### src/rtl/chain_evt_pkg.sv
package chain_evt_pkg;
  localparam int DEF_NUM_EVT   = 32;
  localparam int DEF_CODE_W    = 6;
  localparam int DEF_NUM_PORTS = 2;

  // A code takes part only when the return is valid and at least one
  // chaining qualifier is raised.
  function automatic logic cc_qualified(input logic vld, input logic mid, input logic fin);
    return vld & (mid | fin);
  endfunction
endpackage

### src/rtl/chain_cc_decode.sv
module chain_cc_decode
  import chain_evt_pkg::*;
#(
  parameter int NUM_EVT = DEF_NUM_EVT,
  parameter int CODE_W  = DEF_CODE_W
) (
  input  logic               clk,
  input  logic               rst,
  input  logic               vld_i,
  input  logic               mid_i,
  input  logic               fin_i,
  input  logic [CODE_W-1:0]  code_i,
  output logic [NUM_EVT-1:0] hit_o
);
  logic qual;
  assign qual = cc_qualified(vld_i, mid_i, fin_i);

  // Each event bit compares against the code. Codes past the top index
  // match no bit at all.
  for (genvar i = 0; i < NUM_EVT; i++) begin : g_bit
    assign hit_o[i] = qual && (code_i == CODE_W'(i));
  end

  // at most one bit per port, and none without a qualified code
  always_ff @(posedge clk) begin
    if (!rst) begin
      a_r2_hit_onehot: assert ($onehot0(hit_o));
      a_r3_hit_needs_qual: assert ((hit_o == '0) || (vld_i && (mid_i || fin_i)));
      a_r4_high_code_no_hit: assert ((code_i < CODE_W'(NUM_EVT)) || (hit_o == '0));
    end
  end
endmodule

### src/rtl/chain_pend_reg.sv
module chain_pend_reg #(
  parameter int NUM_EVT   = 32,
  parameter int NUM_PORTS = 2
) (
  input  logic                         clk,
  input  logic                         rst,
  input  logic [NUM_PORTS*NUM_EVT-1:0] hit_i,
  input  logic [NUM_EVT-1:0]           ack_i,
  output logic [NUM_EVT-1:0]           pend_o,
  output logic [NUM_EVT-1:0]           lost_o
);
  logic [NUM_EVT-1:0] set_any;
  logic [NUM_EVT-1:0] dup;
  logic [NUM_EVT-1:0] pend_q;

  // Fold the ports together and note every bit that two ports name.
  always_comb begin
    set_any = '0;
    dup     = '0;
    for (int p = 0; p < NUM_PORTS; p++) begin
      dup     = dup | (set_any & hit_i[p*NUM_EVT +: NUM_EVT]);
      set_any = set_any | hit_i[p*NUM_EVT +: NUM_EVT];
    end
  end

  // An event is lost when it lands on a pending bit, or when it collides with another port.
  assign lost_o = (set_any & pend_q) | dup;

  // The set term is ORed in after the clear, so a set overrides a clear.
  always_ff @(posedge clk) begin
    if (rst) pend_q <= '0;
    else     pend_q <= (pend_q & ~ack_i) | set_any;
  end

  assign pend_o = pend_q;

  logic past_ok;
  always_ff @(posedge clk) begin
    if (rst) past_ok <= 1'b0;
    else     past_ok <= 1'b1;
  end

  // a bit that was set is pending next cycle, even with an acknowledge
  a_r7_set_beats_ack: assert property (@(posedge clk) disable iff (rst)
    past_ok |-> (($past(set_any) & ~pend_q) == '0));
  // a bit drops only when it was acknowledged
  a_r5_drop_needs_ack: assert property (@(posedge clk) disable iff (rst)
    past_ok |-> (($past(pend_q) & ~$past(ack_i) & ~pend_q) == '0));
  // a bit rises only when something set it
  a_r3_rise_needs_set: assert property (@(posedge clk) disable iff (rst)
    past_ok |-> ((pend_q & ~$past(pend_q) & ~$past(hit_i[NUM_EVT-1:0])
                  & ~$past(set_any)) == '0));
endmodule

### src/rtl/chain_miss_reg.sv
module chain_miss_reg #(
  parameter int NUM_EVT = 32
) (
  input  logic               clk,
  input  logic               rst,
  input  logic [NUM_EVT-1:0] lost_i,
  input  logic [NUM_EVT-1:0] clr_i,
  output logic [NUM_EVT-1:0] miss_o
);
  logic [NUM_EVT-1:0] miss_q;

  always_ff @(posedge clk) begin
    if (rst) miss_q <= '0;
    else     miss_q <= (miss_q & ~clr_i) | lost_i;
  end

  assign miss_o = miss_q;

  logic past_ok;
  always_ff @(posedge clk) begin
    if (rst) past_ok <= 1'b0;
    else     past_ok <= 1'b1;
  end

  // flags are sticky unless cleared, and a fresh loss overrides a clear
  a_r9_sticky: assert property (@(posedge clk) disable iff (rst)
    past_ok |-> (($past(miss_q) & ~$past(clr_i) & ~miss_q) == '0));
  a_r9_loss_wins: assert property (@(posedge clk) disable iff (rst)
    past_ok |-> (($past(lost_i) & ~miss_q) == '0));
  // a flag rises only from a recorded loss
  a_r6_rise_needs_loss: assert property (@(posedge clk) disable iff (rst)
    past_ok |-> ((miss_q & ~$past(miss_q) & ~$past(lost_i)) == '0));
endmodule

### src/rtl/chain_low_pick.sv
module chain_low_pick #(
  parameter int NUM_EVT = 32,
  localparam int IDX_W  = $clog2(NUM_EVT)
) (
  input  logic               clk,
  input  logic               rst,
  input  logic [NUM_EVT-1:0] pend_i,
  output logic               vld_o,
  output logic [IDX_W-1:0]   idx_o
);
  // Scan from the top down so that the lowest pending index is written last.
  always_comb begin
    idx_o = '0;
    for (int i = NUM_EVT - 1; i >= 0; i--) begin
      if (pend_i[i]) idx_o = IDX_W'(i);
    end
  end

  assign vld_o = |pend_i;

  logic [NUM_EVT-1:0] below_mask;
  assign below_mask = (NUM_EVT'(1) << idx_o) - NUM_EVT'(1);

  // the chosen index is pending and no lower index is pending
  always_ff @(posedge clk) begin
    if (!rst) begin
      a_r10_pick_pending: assert (!vld_o || pend_i[idx_o]);
      a_r10_pick_lowest: assert ((pend_i & below_mask) == '0);
      a_r10_vld_zero: assert (vld_o || (pend_i == '0));
    end
  end
endmodule

### src/rtl/chain_evt_latch.sv
module chain_evt_latch
  import chain_evt_pkg::*;
#(
  parameter int NUM_EVT   = DEF_NUM_EVT,
  parameter int CODE_W    = DEF_CODE_W,
  parameter int NUM_PORTS = DEF_NUM_PORTS,
  localparam int IDX_W    = $clog2(NUM_EVT)
) (
  input  logic                        clk,
  input  logic                        rst,
  input  logic [NUM_PORTS-1:0]        cc_vld_i,
  input  logic [NUM_PORTS-1:0]        cc_mid_i,
  input  logic [NUM_PORTS-1:0]        cc_fin_i,
  input  logic [NUM_PORTS*CODE_W-1:0] cc_code_i,
  input  logic [NUM_EVT-1:0]          svc_ack_i,
  input  logic [NUM_EVT-1:0]          miss_clr_i,
  output logic [NUM_EVT-1:0]          pend_o,
  output logic [NUM_EVT-1:0]          miss_o,
  output logic                        req_vld_o,
  output logic [IDX_W-1:0]            req_idx_o
);
  logic [NUM_PORTS*NUM_EVT-1:0] hits;
  logic [NUM_EVT-1:0]           lost;

  for (genvar p = 0; p < NUM_PORTS; p++) begin : g_port
    chain_cc_decode #(.NUM_EVT(NUM_EVT), .CODE_W(CODE_W)) u_dec (
      .clk    (clk),
      .rst    (rst),
      .vld_i  (cc_vld_i[p]),
      .mid_i  (cc_mid_i[p]),
      .fin_i  (cc_fin_i[p]),
      .code_i (cc_code_i[p*CODE_W +: CODE_W]),
      .hit_o  (hits[p*NUM_EVT +: NUM_EVT])
    );
  end

  chain_pend_reg #(.NUM_EVT(NUM_EVT), .NUM_PORTS(NUM_PORTS)) u_pend (
    .clk    (clk),
    .rst    (rst),
    .hit_i  (hits),
    .ack_i  (svc_ack_i),
    .pend_o (pend_o),
    .lost_o (lost)
  );

  chain_miss_reg #(.NUM_EVT(NUM_EVT)) u_miss (
    .clk    (clk),
    .rst    (rst),
    .lost_i (lost),
    .clr_i  (miss_clr_i),
    .miss_o (miss_o)
  );

  chain_low_pick #(.NUM_EVT(NUM_EVT)) u_pick (
    .clk    (clk),
    .rst    (rst),
    .pend_i (pend_o),
    .vld_o  (req_vld_o),
    .idx_o  (req_idx_o)
  );

  // the first cycle after reset shows an empty state
  a_r1_reset_empty: assert property (@(posedge clk)
    $fell(rst) |-> (pend_o == '0 && miss_o == '0 && !req_vld_o));
endmodule

### config.mk
export PLATFORM = sky130hd
export DESIGN_NAME = chain_evt_latch
export DESIGN_NICKNAME = d
export VERILOG_FILES = /design/src/rtl/chain_evt_pkg.sv /design/src/rtl/chain_cc_decode.sv /design/src/rtl/chain_pend_reg.sv /design/src/rtl/chain_miss_reg.sv /design/src/rtl/chain_low_pick.sv /design/src/rtl/chain_evt_latch.sv
export SDC_FILE = /design/constraint.sdc
export NUM_CORES = 1
export LEC_CHECK = 0
export BUFFER_PORTS_ARGS = -buffer_cell sky130_fd_sc_hd__buf_2
export CORE_ASPECT_RATIO = 0.75
export CORE_MARGIN = 2
export CORE_UTILIZATION = 43
export DETAILED_ROUTE_END_ITERATION = 8
export PLACE_DENSITY = 0.76
export RECOVER_POWER = 100
export SYNTH_ARGS = -nofsm -noshare
export SYNTH_HDL_FRONTEND = slang
export SYNTH_SLANG_ARGS = --single-unit
export TNS_END_PERCENT = 5
### constraint.sdc
create_clock -name clk -period 1.4 [get_ports clk]
set_clock_uncertainty 0.15 [all_clocks]
set_input_delay 0.07 -clock clk [delete_from_list [all_inputs] [get_ports clk]]
set_output_delay 0.07 -clock clk [all_outputs]
set_load 0.01 [all_outputs]
==> results.toml, run 1 <==
[grt]
antenna_found_initial = 0
grt_max_degree = 34
gr-total-overflow = 0
grt.total_usage_pct = 33.7
grt_pass1_wl_um = 22600
grt_pass1_vias = 4478

[yosys]
synth.cell_area_mm2 = 0.00352
ys_ff_latch = 64
synth_flop_cell = "dfxtp_1"
syn_inst = 395
synth_top_area_share_pct = 36.4
ys_warn_count = 0
yosysTopAreaCell = "dfxtp_1"
ys_top_cells_by_count = "dfxtp_1 (64), nor2b_1 (63), a21oi_1 (38), o21ba_2 (32), o22ai_1 (32)"
synth_edf_count = 0
synth_fp_nets = 479
avgSynthCellArea_um2 = 8.92
yosysSeqAreaShare_pct = 36.4
yosysMostFrequentCell = "dfxtp_1"
synthTopCellsByArea = "dfxtp_1 (36%), nor2b_1 (11%), o21ba_2 (9.1%)"
async_flop_share_pct = 0
yosysUniqueCellTypes = 41

[route]
dr.pass1.iters = 5
first_iter_violations = 199
remaining_drc_errors = 0
via_per_inst = 5.58
vias = 4462
ant_nets = 0
wire_per_inst_um = 18.8
wl_um = 15000

[placement]
numPortBuffers = 153
dp_slack_ps = -300
hpwl_um = 10500
place_congestion = 0.947

[worst_setup_path]
end_kind = "output port"
critPathMaxFanout = 4
critPathRequiredTime_ps = 1180
crit_arrival_ps = 1830
worst_setup_path_start_kind = "flip-flop"
path_class = "flip-flop to output port"
startpoint = "u_pend.pend_o[13]$_SDFF_PP0_"
timing.rr.start = "u_pend.pend_o[19]$_SDFF_PP0_"

[min_path]
hold_class = "input pin to flip-flop"
hp-start = "rst"

[pwr]
p_sw_mw = 1.11
comb_power_share_pct = 14.7
internal-power_mw = 3.35
p_seq_share_pct = 41.1
power.leakage_nw = 2.53
clockPowerShare_pct = 44.2
p_per_area_mw_per_mm2 = 761
p_sw_share_pct = 25.0
irDropWorstVdd_mv = 0.573

[final_layout]
drive_above_1_share_pct = 41.6
fin_util_pct = 74.0
antennaDiodeCount = 0
fillers = 624
finalNetCount = 774
syn2layout_area_growth_pct = 66.2

[clock_network]
cts_sinks = 64
clock_path_buffers = 2
cts_made_buffers = 9
cts_tree = "done"
htreeDepth = 3
insertion_delay_ps = 350
clkTransAtPathRegs_ps = 80
root_buffer = "clkbuf_8"

[timing]
layout_setup_ws_ps = -648
hold_viol = 0
slew_headroom_pct = 57.0
setup_viol_count_final = 20
worst_slew_pin_slew_ps = 643
drv_slew = 0
fin_crit_ps = 2050
finalCritPeriodShare_pct = 146
rsz0062_at_grt = "yes"
fmax_mhz = 488

[floorplan]
core_mm2 = 0.00792
die-height_um = 82.4
pin_count = 154
initial_core_util_pct = 44.5
dieArea_mm2 = 0.00894
rows = 28
chipWidth_um = 109

[run]
drv_cap = 0

[outcome]
outcome = "complete, but fails checks"
violations = "negative setup slack"
-- flip-flops by register name (all words and copies together), names as in the netlist --
name,flops
u_miss.miss_o,32
u_pend.pend_o,32
-- metal layers --
metal / part of all wire, % / global-route usage, %
met1: 40 / 40.2
met3: 11 / 13.3
met2: 45 / 55.3
met5: 0 / 0
met4: 3.4 / 12.4
-- logic make-up (layout without fill, tap and decap cells) --
logic type | Yosys count | in the layout | synth area share, %
and+or+nand+nor | 161 | 161 | 29.9
AOI/OAI and AO/OA | 149 | 149 | 31.5
DFF | 64 | 64 | 36.4
buffers and inverters | 21 | 321 | 2.24
-- worst max-delay path, stage by stage, from the launching register on --
cell and delay (ps):
dfxtp_1 360, nor3_1 260, o21ai_0 150, a2111oi_2 440
a221oi_2 110, buf_2 150
-- layout make-up --
type                    count  area [um2]  share of cell area, %
clock buffers              11         163                   2.78
clock inverters             5        85.1                   1.45
inverters                  10        37.5                  0.641
multi-input cells         310        2210                   37.8
flip-flops and latches     64        1300                   22.2
well taps                 105         131                   2.24
repair buffers            295        1930                   32.9
-- what timing repair did --
| item | 4_1_cts | 5_1_grt |
|---|---|---|
| setup buffers | 0 | 0 |
| cloned | 0 | 0 |
| endpoints found under the hold margin | 64 | 0 |
| pin swaps | 5 | 5 |
| hold buffers | 65 | 0 |
| setup endpoints to repair | 6 | 8 |
| resized for setup | 7 | 8 |
-- final timing paths --
check / to / cells after the start / slack, ps
worst max-delay path: req_idx_o[0] / 5 / -650
worst min-delay path: u_miss.miss_o[27]$_SDFF_PP0_ / 3 / 10
worst max register to register: u_pend.pend_o[19]$_SDFF_PP0_ / 4 / 200
worst min register to register: u_miss.miss_o[14]$_SDFF_PP0_ / 2 / 490
-- power by group through the flow --
stage / Combinational [mW] / Clock [mW] / Sequential [mW]
2_1_floorplan: 0.230 / 0 / 1.88
3_3_place_gp: 0.497 / 0 / 1.87
5_1_grt: 0.699 / 2.06 / 1.83
6_report: 0.655 / 1.97 / 1.83
3_5_place_dp: 0.508 / 0 / 1.87
4_1_cts: 0.652 / 1.98 / 1.83
-- placed cells by master, fill, tap and decap left out, drive strengths merged, types with 4 or more instances in the layout --
cell / instances
a22o: 28
o21ba: 32
nor2b: 63
a21oi: 39
dlygate4sd3: 65
o31ai: 4
dfxtp: 64
clkbuf: 56
nand2b: 7
nand2: 16
or2: 4
or4: 4
buf: 185
inv: 11
nor2: 27
nor3: 6
nor4: 20
o22ai: 33
-- metrics by stage --
stage / area [um2] / power, mW / hold slack [ps] / std cells / TNS (ps)
2_1_floorplan: 3600 / 2.11 / 135 / 395 / -382
3_3_place_gp: 5030 / 2.37 / 246 / 719 / -8320
3_5_place_dp: 5030 / 2.38 / 261 / 719 / -9790
4_1_cts: 5960 / 4.46 / 12.8 / 800 / -3670
5_1_grt: 5860 / 4.59 / 26.2 / 800 / -5980
6_report: 5860 / 4.46 / 11.6 / 800 / -4200
Note: power is estimated with default switching activity, not from simulation.
==> run 2, diff against run 1 <==
Settings changed: PLACE_DENSITY 0.76 to 0.87.
==> run 2 against run 1 <==
Hold slack improved by 150 ps. Largest power group is now registers. Register-to-register slack worse by 20 ps. Non-clock buffer count increased by 6. The flow still finishes with violations (negative setup slack).
==> results.toml, run 2 (synthesis gave the netlist of run 1 again) <==
[floorplan]
initial_core_util_pct = 44.5
pin_count = 154
core_mm2 = 0.00792
dieArea_mm2 = 0.00894
die-height_um = 82.4
chipWidth_um = 109
rows = 28

[final_layout]
postLayoutCellArea_mm2 = 0.00603
antennaDiodeCount = 0
finalNetCount = 780
mostFrequentLayoutCell = "buf_2"
multi_input_area_mm2 = 0.00231
ff_latch_area_mm2 = 0.00131
fillers = 580
final_cell_mix = "buf_2 (123), buf_4 (80), dlygate4sd3_1 (65)"
drive_above_1_share_pct = 46.4
syn2layout_area_growth_pct = 71.1

[worst_setup_path]
path_class = "flip-flop to output port"
startpoint = "u_pend.pend_o[29]$_SDFF_PP0_"
crit_slowest_cell = "dfxtp_4"
worst_setup_path_start_kind = "flip-flop"
critPathMaxFanout = 5
critPathRequiredTime_ps = 1180
slowest_delay_ps = 390
end_kind = "output port"
timing.rr.start = "u_pend.pend_o[28]$_SDFF_PP0_"
crit_arrival_ps = 1850
worstPathCellList = "nor2b_1, nor3_2, o31ai_2, o2111ai_1, a221oi_2, buf_2"

[min_path]
hp-start = "cc_code_i[9]"
hold_class = "input pin to flip-flop"

[route]
wire_per_inst_um = 18.8
remaining_drc_errors = 0
vias = 4556
ant_nets = 0
wl_um = 15100
dr.pass1.iters = 6
via_per_inst = 5.65
first_iter_violations = 298

[outcome]
outcome = "complete, but fails checks"
violations = "negative setup slack"

[placement]
numPortBuffers = 153
place_congestion = 0.916
place_area_mm2 = 0.00510
hpwl_um = 10500

[clock_network]
clkTransAtPathRegs_ps = 80
cts_tree = "done"
root_buffer = "clkbuf_8"
cts_made_buffers = 9
insertion_delay_ps = 350
htreeDepth = 3
cts_sinks = 64
clock_path_buffers = 2

[run]
drv_cap = 0

[timing]
worst_slew_pin_slew_ps = 686
setup_viol_count_final = 6
hold_slack_ps = 162
drv_slew = 0
fin_crit_ps = 2070
hold_viol = 0
slew_headroom_pct = 54.2
layout_setup_ws_ps = -666
finalCritPeriodShare_pct = 148
fmax_mhz = 484
rsz0062_at_grt = "yes"

[grt]
grt_max_degree = 34
antenna_found_initial = 0
grt_pass1_vias = 4575
grt.total_usage_pct = 33.9
gr-total-overflow = 0
grt_pass1_wl_um = 22600

[pwr]
power.leakage_nw = 2.61
p_per_area_mw_per_mm2 = 714
irDropWorstVdd_mv = 0.480
[run 2: cell count changes in the layout (fill, tap and decap cells not counted), sizes merged]
cell      change
buf          +21
inv           -1
clkbuf       -16
clkinv        +3
clkinvlp      -1
[run 2: timing repair]
item / CTS / global route
gates resized for setup: 10 / 16
hold buffers: 65 / 0
endpoints found under the hold margin: 64 / 0
endpoints found under the setup margin: 6 / 16
setup buffers: 2 / 0
pin swaps: 9 / 7
[run 2: path summary, 6_finish.rpt]
path	end	slack (ps)	depth (start not counted)
worst max-delay path	req_idx_o[0]	-670	6
worst min-delay path	u_pend.pend_o[28]$_SDFF_PP0_	160	4
worst max register to register	u_pend.pend_o[28]$_SDFF_PP0_	180	4
worst min register to register	u_miss.miss_o[16]$_SDFF_PP0_	500	3
[run 2: final cells by class]
cell class,instances,share of cell area (%)
Tap cell,105,2.18
Multi-Input combinational cell,310,38.3
Clock buffer,10,2.12
Inverter,10,0.622
Sequential cell,64,21.8
Timing Repair Buffer,301,33.7
Clock inverter,6,1.39
[run 2: stage by stage]
step / utilization (%) / TNS (ps) / power, mW / instances / setup slack, ps
finish: 76.2 / -3590 / 4.31 / 806 / -666
global route: 76.2 / -4130 / 4.42 / 806 / -773
CTS: 75.8 / -3600 / 4.26 / 806 / -684
detailed placement: 64.4 / -5530 / 2.40 / 724 / -319
global placement: 64.4 / -4820 / 2.39 / 724 / -322
floorplan: - / -382 / 2.11 / 395 / -79.1
[run 2: critical path, delay by kind of cell (launching register included)]
kind / cells / cell delay [ps]
AND/OR/NAND/NOR: 2 / 240
AO/OA/AOI/OAI: 3 / 690
flip-flops: 1 / 390
buffers and inverters: 1 / 180
[run 2: power breakdown]
| part | switching, mW | internal (mW) | leakage [nW] |
|---|---|---|---|
| Combinational | 0.318 | 0.379 | 1.97 |
| Sequential | 0.00950 | 1.82 | 0.526 |
| Clock | 0.782 | 0.997 | 0.110 |
[run 2: routing by layer]
layer	global-route usage, %	part of all wire, %	up-vias
met5	1.79	0	-
met4	14.9	3.7	0
met3	14.3	12	68
met2	54.9	45	303
met1	39.4	40	2104
li1	-	-	2081
